--- src/rtl/wdog_pkg.sv ---
package wdog_pkg;

    localparam int unsigned EXP_MAX = 27;
    localparam logic [7:0] KICK_KEY = 8'hA5;
    localparam int unsigned PULSE_LEN = 64;

    // control register bit positions
    localparam int unsigned B_EN   = 7;
    localparam int unsigned B_FLAG = 3;
    localparam int unsigned B_NMI  = 2;

    function automatic int unsigned period_exp(input logic [1:0] code);
        case (code)
            2'd0:    return 18;
            2'd1:    return 22;
            2'd2:    return 25;
            default: return 27;
        endcase
    endfunction

endpackage

--- src/rtl/wdog_limit.sv ---
module wdog_limit #(
    parameter int unsigned SHIFT = 0,
    parameter int unsigned CW    = wdog_pkg::EXP_MAX - SHIFT
) (
    input  logic [1:0]    code,
    output logic [CW-1:0] term
);
    logic [CW:0] span;

    always_comb begin
        span = (CW+1)'(1) << (wdog_pkg::period_exp(code) - SHIFT);
        term = CW'(span - (CW+1)'(1));
    end
endmodule

--- src/rtl/wdog_pulse.sv ---
module wdog_pulse #(
    parameter int unsigned LEN = 64,
    localparam int unsigned PW = $clog2(LEN)
) (
    input  logic clk,
    input  logic rst_n,
    input  logic start,
    output logic active
);
    typedef struct packed {
        logic          on;
        logic [PW-1:0] cnt;
    } pstate_t;

    pstate_t p_d, p_q;

    always_comb begin
        p_d = p_q;
        if (p_q.on) begin
            p_d.cnt = p_q.cnt + PW'(1);
            if (p_q.cnt == PW'(LEN - 1)) begin
                p_d.on  = 1'b0;
                p_d.cnt = '0;
            end
        end else if (start) begin
            p_d.on  = 1'b1;
            p_d.cnt = '0;
        end
    end

    always_ff @(posedge clk or negedge rst_n) begin
        if (!rst_n) p_q <= '0;
        else        p_q <= p_d;
    end

    assign active = p_q.on;
endmodule

--- src/rtl/wdog_ctrl.sv ---
module wdog_ctrl #(
    parameter int unsigned PERIOD_SHIFT = 0,
    localparam int unsigned CW = wdog_pkg::EXP_MAX - PERIOD_SHIFT
) (
    input  logic       clk,
    input  logic       rst_n,
    input  logic       bus_en,
    input  logic       bus_we,
    input  logic       bus_addr,
    input  logic [7:0] bus_wdata,
    output logic [7:0] bus_rdata,
    output logic       rst_pulse_o,
    output logic       nmi_o
);
    import wdog_pkg::*;

    typedef struct packed {
        logic          en;
        logic          nmi_sel;
        logic [1:0]    period;
        logic          flag;
        logic          nmi;
        logic [CW-1:0] cnt;
    } wstate_t;

    wstate_t s_d, s_q;
    logic [CW-1:0] term;
    logic ctl_wr, ctl_rd, kick, tmo, pulse_start;
    logic en_q, flag_q;

    wdog_limit #(.SHIFT(PERIOD_SHIFT), .CW(CW)) u_limit (
        .code (s_q.period),
        .term (term)
    );

    always_comb begin
        ctl_wr = bus_en && bus_we && !bus_addr;
        ctl_rd = bus_en && !bus_we && !bus_addr;
        kick   = bus_en && bus_we && bus_addr && (bus_wdata == KICK_KEY);
        tmo    = s_q.en && (s_q.cnt == term);
        pulse_start = tmo && !s_q.nmi_sel;

        s_d = s_q;
        s_d.nmi = 1'b0;

        if (ctl_wr) begin
            if (bus_wdata[B_EN]) s_d.en = 1'b1;
            s_d.nmi_sel = bus_wdata[B_NMI];
            s_d.period  = bus_wdata[1:0];
            if (bus_wdata[B_FLAG]) s_d.flag = 1'b0;
        end
        if (ctl_rd) s_d.flag = 1'b0;

        if (!s_q.en)   s_d.cnt = '0;
        else if (tmo)  s_d.cnt = '0;
        else if (kick) s_d.cnt = '0;
        else           s_d.cnt = s_q.cnt + CW'(1);

        if (tmo) begin
            s_d.flag = 1'b1;
            if (s_q.nmi_sel) begin
                s_d.nmi = 1'b1;
            end else begin
                s_d.en      = 1'b0;
                s_d.nmi_sel = 1'b0;
                s_d.period  = 2'd0;
            end
        end
    end

    always_ff @(posedge clk or negedge rst_n) begin
        if (!rst_n) s_q <= '0;
        else        s_q <= s_d;
    end

    wdog_pulse #(.LEN(PULSE_LEN)) u_pulse (
        .clk    (clk),
        .rst_n  (rst_n),
        .start  (pulse_start),
        .active (rst_pulse_o)
    );

    always_comb begin
        bus_rdata = 8'h00;
        if (!bus_addr)
            bus_rdata = {s_q.en, 3'b000, s_q.flag, s_q.nmi_sel, s_q.period};
    end

    assign nmi_o  = s_q.nmi;
    assign en_q   = s_q.en;
    assign flag_q = s_q.flag;
endmodule

--- config.mk ---
export PLATFORM = sky130hd
export DESIGN_NAME = wdog_ctrl
export DESIGN_NICKNAME = d
export VERILOG_FILES = /design/src/rtl/wdog_pkg.sv /design/src/rtl/wdog_limit.sv /design/src/rtl/wdog_pulse.sv /design/src/rtl/wdog_ctrl.sv
export SDC_FILE = /design/constraint.sdc
export NUM_CORES = 1
export LEC_CHECK = 0
export ABC_AREA = 0
export BUFFER_PORTS_ARGS = -buffer_cell sky130_fd_sc_hd__buf_2
export CAP_MARGIN = 10
export CORE_ASPECT_RATIO = 1.4
export CORE_MARGIN = 2
export CORE_UTILIZATION = 46
export DETAILED_ROUTE_END_ITERATION = 12
export MAX_ROUTING_LAYER = met4
export PLACE_DENSITY = 0.65
export SYNTH_ARGS = -nofsm -noshare
export SYNTH_HDL_FRONTEND = slang
export SYNTH_SLANG_ARGS = --single-unit
export TNS_END_PERCENT = 10
--- constraint.sdc ---
create_clock -name clk -period 2.9 [get_ports clk]
set_clock_uncertainty 0.05 [all_clocks]
set_input_delay 0.145 -clock clk [delete_from_list [all_inputs] [get_ports clk]]
set_output_delay 0.145 -clock clk [all_outputs]
set_load 0.01 [all_outputs]
==> impl_metrics.py <==
metrics = {
    "status": {
        "status": "complete, no violations",
    },
    "synthesis": {
        "synth_area_leaders": "dfrtp_1 (47%), xor2_1 (6.6%), nor2_1 (6.2%), xnor2_1 (3.7%), nand4_1 (3.0%)",
        "synthMuxAreaShare_pct": 1.420,
        "yosys_most_used_dff": "dfrtp_1",
        "synth_xor_area_share_pct": 10.36,
        "synth_largest_area_cell": "dfrtp_1",
        "ys_async_sr_fraction_pct": 100.0,
        "synth.distinct_cells": 43,
        "synth_common_cells": "dfrtp_1 (40), nor2_1 (35), nand2_1 (16), xor2_1 (16), nand3_1 (11)",
        "yosysMostFrequentCell": "dfrtp_1",
        "synth-seq-cells": 40,
        "yosysTopAreaCellShare_pct": 47.34,
        "synth-compound-area-share_pct": 7.988,
        "synth_top_family_by_area": "simple AND/OR/NAND/NOR gates",
        "syn-instance-count": 215,
        "ys_seq_area_share_pct": 47.34,
        "netlist_area_sq_um": 2115,
        "synth_warnings": 0,
        "synthAdderAreaFrac_pct": 1.183,
        "synthSimpleGateAreaFrac_pct": 28.17,
        "syn_avg_cell_area_sq_um": 9.835,
        "synth_edf_count": 0,
    },
    "placed_design": {
        "place.detailed.hpwl_mm": 2.614,
        "dp.cells": 293,
        "portBuffers": 19,
        "gp_congestion": 0.8091,
    },
    "routing": {
        "drt_pass1_iterations": 4,
        "drt_iter0_markers": 65,
        "vias": 1537,
        "viasPerCell": 5.106,
        "route.detailed.drc": 0,
        "wl_per_cell_microns": 12.64,
        "wirelength_mm": 3.806,
        "ant_nets": 0,
    },
    "timing": {
        "period_needed_ns": 2.247,
        "tightest_slew_ns": 0.8826,
        "rsz0062_at_grt": "no",
        "maxSlewHeadroom_pct": 41.16,
        "fin_setup_tns_ns": 0,
        "maxSlewViolCount": 0,
        "setup_viol_count_final": 0,
        "fmax_mhz": 445.1,
        "finalCritPeriodShare_pct": 77.47,
        "final_hold_viol_count": 0,
    },
    "critical_path": {
        "slowest_delay_ns": 0.65,
        "cp_data_arrival_time_ns": 2.36,
        "r2r_cells": 5,
        "required_ns": 3.01,
        "cp_cell_sequence": "nor4_1 -> mux2i_1 -> or4b_1 -> o21ai_4 -> nor2_1",
        "path_class": "reg2reg",
        "start_kind": "register",
        "slowest_stage": "or4b_1",
        "reg2reg_from": "s_q[18]",
        "worstReg2RegEnd": "s_q[14]",
        "path_max_fanout": 18,
        "rrSetupSlack_ns": 0.65,
        "worstSetupEndpointType": "register",
    },
    "layout": {
        "seq_area_sq_um": 1001,
        "drive_above_1_share_pct": 15.06,
        "area_delta_synth_final_pct": 10.71,
        "fin_cells": 301,
        "final_nets": 254,
        "multiInputGateArea_sq_um": 1050,
        "n_fill_cell": 429,
        "diodes": 0,
    },
    "global_route": {
        "grt_pass1_vias": 1520,
        "grt_usage_pct": 17.14,
        "grt_pass1_wl_mm": 6.541,
        "grt_max_degree": 41,
        "antenna_found_initial": 0,
        "gr-total-overflow": 0,
    },
    "die": {
        "die_x_microns": 61.30,
        "fp.dieH_microns": 84.22,
        "rows": 29,
        "die_area_sq_um": 5163,
        "core-area_sq_um": 4463,
        "num_io_pins": 23,
        "initial_core_util_pct": 47.38,
    },
    "clock_tree": {
        "clkLatencyLatePin_ns": 0.29,
        "numCtsBuffers": 5,
        "cts_sinks": 40,
        "cts_max_path_buffers": 2,
        "cts_tree": "built",
        "cts_resized": 0,
        "h-tree-depth": 2,
        "clock-root-buffer": "clkbuf_8",
        "path_clk_slew_ns": 0.07,
        "post_cts_buffers": 0,
    },
    "hold_path": {
        "worstHoldPathCells": 3,
        "min_from": "bus_wdata[7]",
        "hold_path_class": "in2reg",
        "whs_endpoint": "en_q",
    },
    "pwr": {
        "power_density_nw_per_um2": 502.1,
        "p_leak_nw": 1.100,
        "irDropWorstVdd_uv": 320.9,
    },
    "flow_run": {
        "maxCapViolations": 0,
    },
}
[repair_timing]
item | CTS | global route
endpoints found under the setup margin | 0 | 0
endpoints found under the hold margin | 40 | 0
hold buffers | 1 | 0
[area by class of cell]
type                       count  area share, %
multi-input combinational    165          44.84
sequential                    40          42.76
timing repair buffer          21          4.810
tap                           62          3.314
clock buffer                   6          3.100
inverter                       6         0.9621
clock inverter                 1         0.2138
[critical path: cells and delay by family, from the launching register on]
family / cells / cell delay (ns)
multiplexers: 1 / 0.10
AO/OA/AOI/OAI: 1 / 0.47
flip-flops: 1 / 0.44
AND/OR/NAND/NOR: 3 / 1.06
[cell families after synthesis]
family,count (synthesis)
buffers and inverters,12
other,1
AOI/OAI and AO/OA,23
and+or+nand+nor,109
xor gates and xnor gates,25
adders and majority gates,2
DFF,40
muxes,3
[how the worst max path moves through the flow]
stage                    to    start  slack [ns]
CTS                 s_q[14]  s_q[18]        0.64
global placement     s_q[6]  s_q[18]        0.67
global route        s_q[14]  s_q[18]        0.52
floorplan            s_q[1]  s_q[18]        0.93
detailed placement  s_q[14]  s_q[18]        0.68
finish              s_q[14]  s_q[18]        0.65
[where the power goes]
part	internal [mW]	switching, mW
sequential	0.604	0.0619
combinational	0.0741	0.0864
clock	0.164	0.185
total	0.842	0.334
[stage by stage]
step	utilization [%]	total power, mW	setup WS, ns	hold slack (ns)	instance area, sq um
after floorplan	-	0.7840	0.9330	-0.2006	2122
after global placement	50.49	0.8332	0.6708	0.2624	2253
after detailed placement	50.49	0.8377	0.6756	0.2704	2253
after CTS	52.45	1.193	0.6441	0.05718	2341
after global routing	52.45	1.237	0.5158	0.08946	2341
final	52.45	1.175	0.6534	0.06742	2341
[state kept, by name, indices dropped and copies added (netlist names)]
signal,count
flag_q,1
u_pulse.p_q,6
nmi_o,1
en_q,1
s_q,30
u_pulse.active,1
[metal layers]
metal	global-route usage, %	vias up	wire length, microns
li1	-	782	-
met4	8.300	0	82
met5	-	-	0
met3	3.852	7	155
met1	20.04	718	1764
met2	26.98	30	1804
[cell usage in the layout (no fill, tap or decap), types with 2 or more instances in the layout]
cell type	count
nand2b_1	6
or3b_1	2
dfrtp_1	40
clkbuf_8	5
nand3_1	11
ha_1	2
inv_1	6
xor2_1	16
buf_2	19
nor2_1	35
nor4_1	2
conb_1	3
nand4_1	10
or3_1	2
nor2b_1	6
o21ai_0	8
xnor2_1	9
mux2i_1	3
o32ai_1	2
nor3_1	2
nand2_1	16
and3_1	5
a21oi_1	6
(Power assumes the default switching activity.)
